==> config.mk <==
export PLATFORM = sky130hd
export DESIGN_NAME = fetch_unit
export DESIGN_NICKNAME = d
export VERILOG_FILES = /design/src/rtl/fetch_pkg.sv /design/src/rtl/fetch_next_pc.sv /design/src/rtl/fetch_pc_reg.sv /design/src/rtl/fetch_imem.sv /design/src/rtl/fetch_unit.sv
export SDC_FILE = /design/constraint.sdc
export NUM_CORES = 2
export LEC_CHECK = 0
export ABC_AREA = 1
export BUFFER_PORTS_ARGS = -buffer_cell sky130_fd_sc_hd__buf_2
export CAP_MARGIN = 20
export CORE_MARGIN = 4
export CORE_UTILIZATION = 40
export DETAILED_ROUTE_END_ITERATION = 8
export PLACE_DENSITY_LB_ADDON = 0.15
export SETUP_SLACK_MARGIN = 0.3
export SLEW_MARGIN = 20
export SYNTH_ARGS = -nofsm -noshare
export SYNTH_HDL_FRONTEND = slang
export SYNTH_SLANG_ARGS = --single-unit
==> constraint.sdc <==
create_clock -name clk -period 11.2 [get_ports clk]
set_input_delay 1.12 -clock clk [delete_from_list [all_inputs] [get_ports clk]]
set_output_delay 1.12 -clock clk [all_outputs]
set_load 0.05 [all_outputs]
==> src/rtl/fetch_pkg.sv <==
// Package: shared widths and helpers for the instruction fetch unit.
// Assumes 32-bit words and byte addressing.
package fetch_pkg;
    localparam int XLEN = 32;
    localparam int IMM_W = 16;
    typedef logic [XLEN-1:0] word_t;

    // Sign-extend a branch offset and convert words to bytes.
    function automatic word_t branch_offset(input logic [IMM_W-1:0] imm);
        word_t ext;
        ext = {{(XLEN-IMM_W){imm[IMM_W-1]}}, imm};
        return {ext[XLEN-3:0], 2'b00};
    endfunction
endpackage

==> src/rtl/fetch_next_pc.sv <==
// Next-PC logic: computes PC+4 and the branch target, and picks one of them.
// Assumes a combinational path only. The select is br_sel AND zero.
module fetch_next_pc
    import fetch_pkg::*;
(
    input  word_t            pc_cur,
    input  logic             br_sel,
    input  logic             alu_zero,
    input  logic [IMM_W-1:0] imm16,
    output word_t            pc_next
);
    word_t seq_pc;
    word_t tgt_pc;
    logic  take;

    // Compute both candidates and the select.
    always_comb begin
        seq_pc  = pc_cur + word_t'(4);
        tgt_pc  = seq_pc + branch_offset(imm16);
        take    = br_sel & alu_zero;
        pc_next = take ? tgt_pc : seq_pc;
    end
endmodule

==> src/rtl/fetch_pc_reg.sv <==
// Program-counter register with synchronous active-low reset to zero.
// Assumes the next value is already word-aligned.
module fetch_pc_reg
    import fetch_pkg::*;
(
    input  logic  clk,
    input  logic  rst_n,
    input  word_t pc_next,
    output word_t pc_q
);
    // Register the PC on the rising edge.
    always_ff @(posedge clk) begin
        if (!rst_n) pc_q <= '0;
        else        pc_q <= pc_next;
    end
endmodule

==> src/rtl/fetch_imem.sv <==
// Word-addressed instruction store: combinational read, synchronous write.
// Assumes the caller passes the word index, not the byte address.
module fetch_imem
    import fetch_pkg::*;
#(
    parameter int ADDR_BITS = 6
) (
    input  logic                 clk,
    input  logic                 wr_en,
    input  logic [ADDR_BITS-1:0] wr_addr,
    input  word_t                wr_data,
    input  logic [ADDR_BITS-1:0] rd_addr,
    output word_t                rd_data
);
    localparam int DEPTH = 1 << ADDR_BITS;
    word_t mem [DEPTH];

    // Write port: load a word.
    always_ff @(posedge clk) begin
        if (wr_en) mem[wr_addr] <= wr_data;
    end

    // Read port: fetch the addressed word.
    always_comb rd_data = mem[rd_addr];
endmodule

==> src/rtl/fetch_unit.sv <==
// Top of the instruction fetch unit: PC register, next-PC select and store.
// Assumes a store of 2**ADDR_BITS words; upper PC bits alias.
module fetch_unit
    import fetch_pkg::*;
#(
    parameter int ADDR_BITS = 6
) (
    input  logic                 clk,
    input  logic                 rst_n,
    input  logic                 br_sel,
    input  logic                 alu_zero,
    input  logic [15:0]          imm16,
    input  logic                 wr_en,
    input  logic [ADDR_BITS-1:0] wr_addr,
    input  logic [31:0]          wr_data,
    output logic [31:0]          instr,
    output logic [31:0]          pc,
    output logic [31:0]          imem_addr
);
    word_t pc_q;
    word_t pc_nx;

    fetch_pc_reg u_pc (.clk(clk), .rst_n(rst_n), .pc_next(pc_nx), .pc_q(pc_q));

    fetch_next_pc u_nx (.pc_cur(pc_q), .br_sel(br_sel), .alu_zero(alu_zero),
                        .imm16(imm16), .pc_next(pc_nx));

    fetch_imem #(.ADDR_BITS(ADDR_BITS)) u_mem (
        .clk(clk), .wr_en(wr_en), .wr_addr(wr_addr), .wr_data(wr_data),
        .rd_addr(pc_q[ADDR_BITS+1:2]), .rd_data(instr));

    // Drive the visible addresses.
    always_comb begin
        pc        = pc_q;
        imem_addr = pc_q;
    end
endmodule

### Word level (Yosys, flattened, before mapping)

Memories as Yosys holds them, arrays and structs flattened. A register that Yosys moved wholly into a read port is not among the register bits.
Index checks and enable logic that the tools add are counted.

* flip-flop bits (word level): 32
* bits in writable memories: 2048
* input port bits: 59
* output and inout port bits: 96
* word-level logic and storage cells: 9
* memories: 1

* add/subtract/negate cells: 2
* muxes and demuxes: 4
* bitwise gates (word level): 1

Memories
* u_mem.mem: depth 64, bits a word 32, rd ports 1, clocked after memory_dff 1, write ports 1, RTL line fetch_imem.sv:16 `word_t mem [DEPTH];`

Operators by type and width (count)
* adder 32 x 3 -> 32 bit (second input constant): 1
* adder 32 bit: 1
* two-way mux 32 bit: 1
* two-way mux 6 bit: 1
* two-way mux 1 bit: 2
* bitwise AND 1 bit: 1

### Longest topological paths before layout

* word-level depth: 4
* depth in mapped cells: 23
* mapped depth without buffers: 23

### By module

A second synthesis with hierarchy kept.

* cell total of the unflattened synthesis: 7476
* area, all modules: 86381.6 um^2

By module, submodules not included
* fetch_imem: times used 1, cells an instance 6737, area an instance 82097.5 um^2, seq. area each 61499.0 um^2
* fetch_next_pc: times used 1, cells an instance 608, area an instance 3129.3 um^2, seq. area each 0.0 um^2
* fetch_pc_reg: times used 1, cells an instance 99, area an instance 914.6 um^2, seq. area each 640.6 um^2
* fetch_unit: times used 1, cells an instance 32, area an instance 240.2 um^2, seq. area each 0.0 um^2

### Worst setup path before layout

OpenSTA, ideal clock, no wires.

* kind: input port to flip-flop
* start: input port wr_en
* end: memory u_mem.mem[48][0] (netlist name), enable pin
* data arrival time: 4.748 ns
* path slack: 5.950 ns
* cell stages on the path: 3
* cells stage by stage: clkbuf_1 > nand4_1 > nor4_1

* word-level cells in the longest chain between the ends: 2

RTL lines
* from (decl): RTL line fetch_unit.sv:13 `input logic wr_en,`
* two-way mux 1 bit: RTL line fetch_imem.sv:20 `if (wr_en) mem[wr_addr] <= wr_data;`
* two-way mux 1 bit (not written as such): RTL line fetch_imem.sv:20
* to (decl): RTL line fetch_imem.sv:16

No other way between the ends.

==> flow_metrics.tcl <==
set metrics [dict create \
    status "complete, no violations" \
    critPathKind "reg2out" \
    final_cell_mix "edfxtp_1 (2048), nor2_1 (1262), o21ai_0 (981), nand2_1 (580), nand3_1 (317)" \
    maxCapViolCount 0 \
    final_common_cell "edfxtp_1" \
    cpMaxStageDelayCell "buf_4" \
    initial_core_util_pct 40.3 \
    synth-simple-area-share_pct 11.1 \
    rr_worst_depth 15 \
    h-tree-depth 4 \
    synthMuxAreaShare_pct 0 \
    seq_area_frac_synth_pct 73.3 \
    numCtsBuffers 215 \
    synth_compound_gate_area_share_pct 11.3 \
    detail_route.drc_violations 0 \
    drive_above_1_share_pct 9.47 \
    cp.required_ps 10080 \
    path_depth 12 \
    cp_cell_sequence "inv_8 > buf_12 > buf_4 > o21ai_0 > o22ai_1 > nand2_1 > nand2_1 > a21oi_1 > nand2_1 > nand3_1 > nand2_1 > buf_2" \
    die_x_um 468 \
    rows 168 \
    skew_ps 27.3 \
    vias 55500 \
    arrival_ps 5300 \
    grt_antenna_before_repair 17 \
    rsz0062_at_grt "false" \
    yosysWarnings 0 \
    drt_wl_total_um 262000 \
    ios 155 \
    endpoint_kind "primary output" \
    hpwl_um 135000 \
    cts_tree "built" \
    ant_nets 0 \
    layout.nets 6923 \
    synth_top_family_by_area "compound AO/OA/AOI/OAI gates" \
    clock-sinks 2078 \
    synth_xor_area_share_pct 0.288 \
    coreArea_sq_um 210000 \
    clk_latency_ps 840 \
    grt_pass1_vias 52600 \
    crit_family "buffers and inverters" \
    syn-instance-count 6789 \
    clk_pin_slew_ps 60 \
    final_max_slew_viol_count 0 \
    grt_overflow_total 0 \
    io_buffers 150 \
    period_needed_ps 6420 \
    max_freq_mhz 156 \
    crit_buf_inv 4 \
    grt_pass1_wl_um 376000 \
    cts_hold_buf 0 \
    holdWs_ps 655 \
    hold_viol 0 \
    n_fill_cell 19200 \
    synthAdderAreaFrac_pct 0.555 \
    syn-mean-instance-area_sq_um 12.5 \
    cpMostUsedCell "nand2_1" \
    ys_seq_elements 2078 \
    multi_input_area_sq_um 20100 \
    wl_per_cell_um 26.7 \
    fp.dieArea_sq_um 219000 \
    seq_area_sq_um 62100 \
    cts_max_path_buffers 3 \
    gp_congestion 0.852 \
    drt_iter0_markers 6257 \
    syn2layout_area_growth_pct 12.0 \
    startpoint_type "flip-flop" \
    cts_root_buf "clkbuf_16" \
    hp-class "in2reg" \
    power_leakage_nw 31.1 \
    critPathMaxStageDelay_ps 890 \
    synth_area_sq_um 84700 \
    period_share_pct 57.4 \
    grt_max_degree 186 \
    cts_setup_buffers 0 \
    peakVddDrop_uv 139 \
    reg2reg_setup_slack_ps 6060 \
    startpoint "u_pc.pc_q[2]" \
    vias_per_cell 5.66 \
    r2r_start "u_pc.pc_q[4]" \
    critPathMaxFanout 182 \
    grtUsageTotal_pct 23.4 \
    ys_types 43 \
    pwr_density_cell_nw_per_um2 185 \
    drtPass1Iterations 6 \
    tns_ps 0 \
    ctsResizeCount 0 \
    r2r_end "u_pc.pc_q[12]" \
    slew_headroom_pct 24.7 \
    worst_slew_pin_slew_ps 1130 \
    die_h_um 468 \
    crit_end "instr[19]" \
    setup_viol 0 \
]
## routing by layer
layer	GRT usage, %	vias to the layer above	wire length (um)
met5	0	-	35
met3	4.15	365	19700
met2	37.4	2074	122000
met4	5.38	6	5670
li1	-	24900	-
met1	33.4	28200	115000
## final cells by class
| cell class | instances | area share [%] |
|---|---|---|
| clock buffer | 271 | 5.94 |
| multi-input combinational | 4079 | 21.2 |
| timing repair buffer | 292 | 2.06 |
| inverter | 161 | 0.670 |
| clock inverter | 120 | 0.952 |
| antenna | 6 | 0.0158 |
| sequential | 2078 | 65.5 |
| tap | 2805 | 3.70 |
## flip-flops by register name (all words and copies together), names as in the netlist
| register | flops |
|---|---|
| u_mem.mem | 2048 |
| u_pc.pc_q | 30 |
## Yosys cell counts, drive strengths merged
cell    instances  area [sq um]
a21oi         119           596
buf           243          1540
o211ai        210          1580
nand3         317          1590
nand4          40           250
inv           158           593
xor2           19           174
edfxtp       2048         61500
nand2         583          2210
and2            3          18.8
o221ai         47           412
nor3           17          90.1
o21ai        1044          5230
or2            18           113
dfxtp          30           601
fa              1          20.0
clkbuf        231           867
nor2         1324          5000
clkinv          3          11.3
nor4           10          62.6
conb            1          3.75
ha             36           450
o22ai         263          1650
a211oi          1          7.51
o21bai          9          67.6
nor3b           1          18.8
a31oi           1          6.26
nand3b          4          30.0
xnor2           8          70.1
## worst min path at each step
stage                        startpoint             to  cells after the start
after floorplan           u_pc.pc_q[30]  u_pc.pc_q[30]                      6
after global placement    u_pc.pc_q[15]  u_pc.pc_q[15]                      3
after detailed placement  u_pc.pc_q[15]  u_pc.pc_q[15]                      3
after CTS                         rst_n   u_pc.pc_q[6]                      3
after global routing              rst_n   u_pc.pc_q[6]                      3
final                             rst_n   u_pc.pc_q[6]                      3
## per-stage QoR
step | util (%) | total power, mW | cells | worst slack (ps) | instance area, sq um
after floorplan | - | 10.2 | 6792 | 5950 | 84800
after global placement | 42.0 | 11.0 | 9410 | 5710 | 88300
after detailed placement | 42.0 | 11.0 | 9415 | 5710 | 88300
after CTS | 45.1 | 17.7 | 9806 | 4790 | 94800
after global routing | 45.1 | 18.2 | 9807 | 4480 | 94900
final | 45.1 | 17.6 | 9812 | 4780 | 94900
## report_power, final
part | switching [mW] | internal [mW]
registers | 0.0543 | 8.60
logic | 1.65 | 0.540
clock network | 2.99 | 3.75
total | 4.70 | 12.9
## worst register-to-register path, cell delays in order, from the launching register on
cell,delay (ps)
dfxtp_4,760
buf_4,550
inv_6,450
buf_4,660
nor2_8,330
nand2_4,100
nor2_1,270
xor2_1,280
ha_1,330
nand2_1,190
nor2_1,70
nor2_1,200
nand3_1,270
or2_2,350
nand3_1,90
a21oi_1,100
## logic make-up after synthesis
logic type	count (synthesis)
buffers and inverters	635
other	1
flip-flops	2078
adder cells (fa/ha/maj)	37
XOR/XNOR	27
AO/OA/AOI/OAI	1694
AND/OR/NAND/NOR	2317
Power figures use the tool's default switching activity.
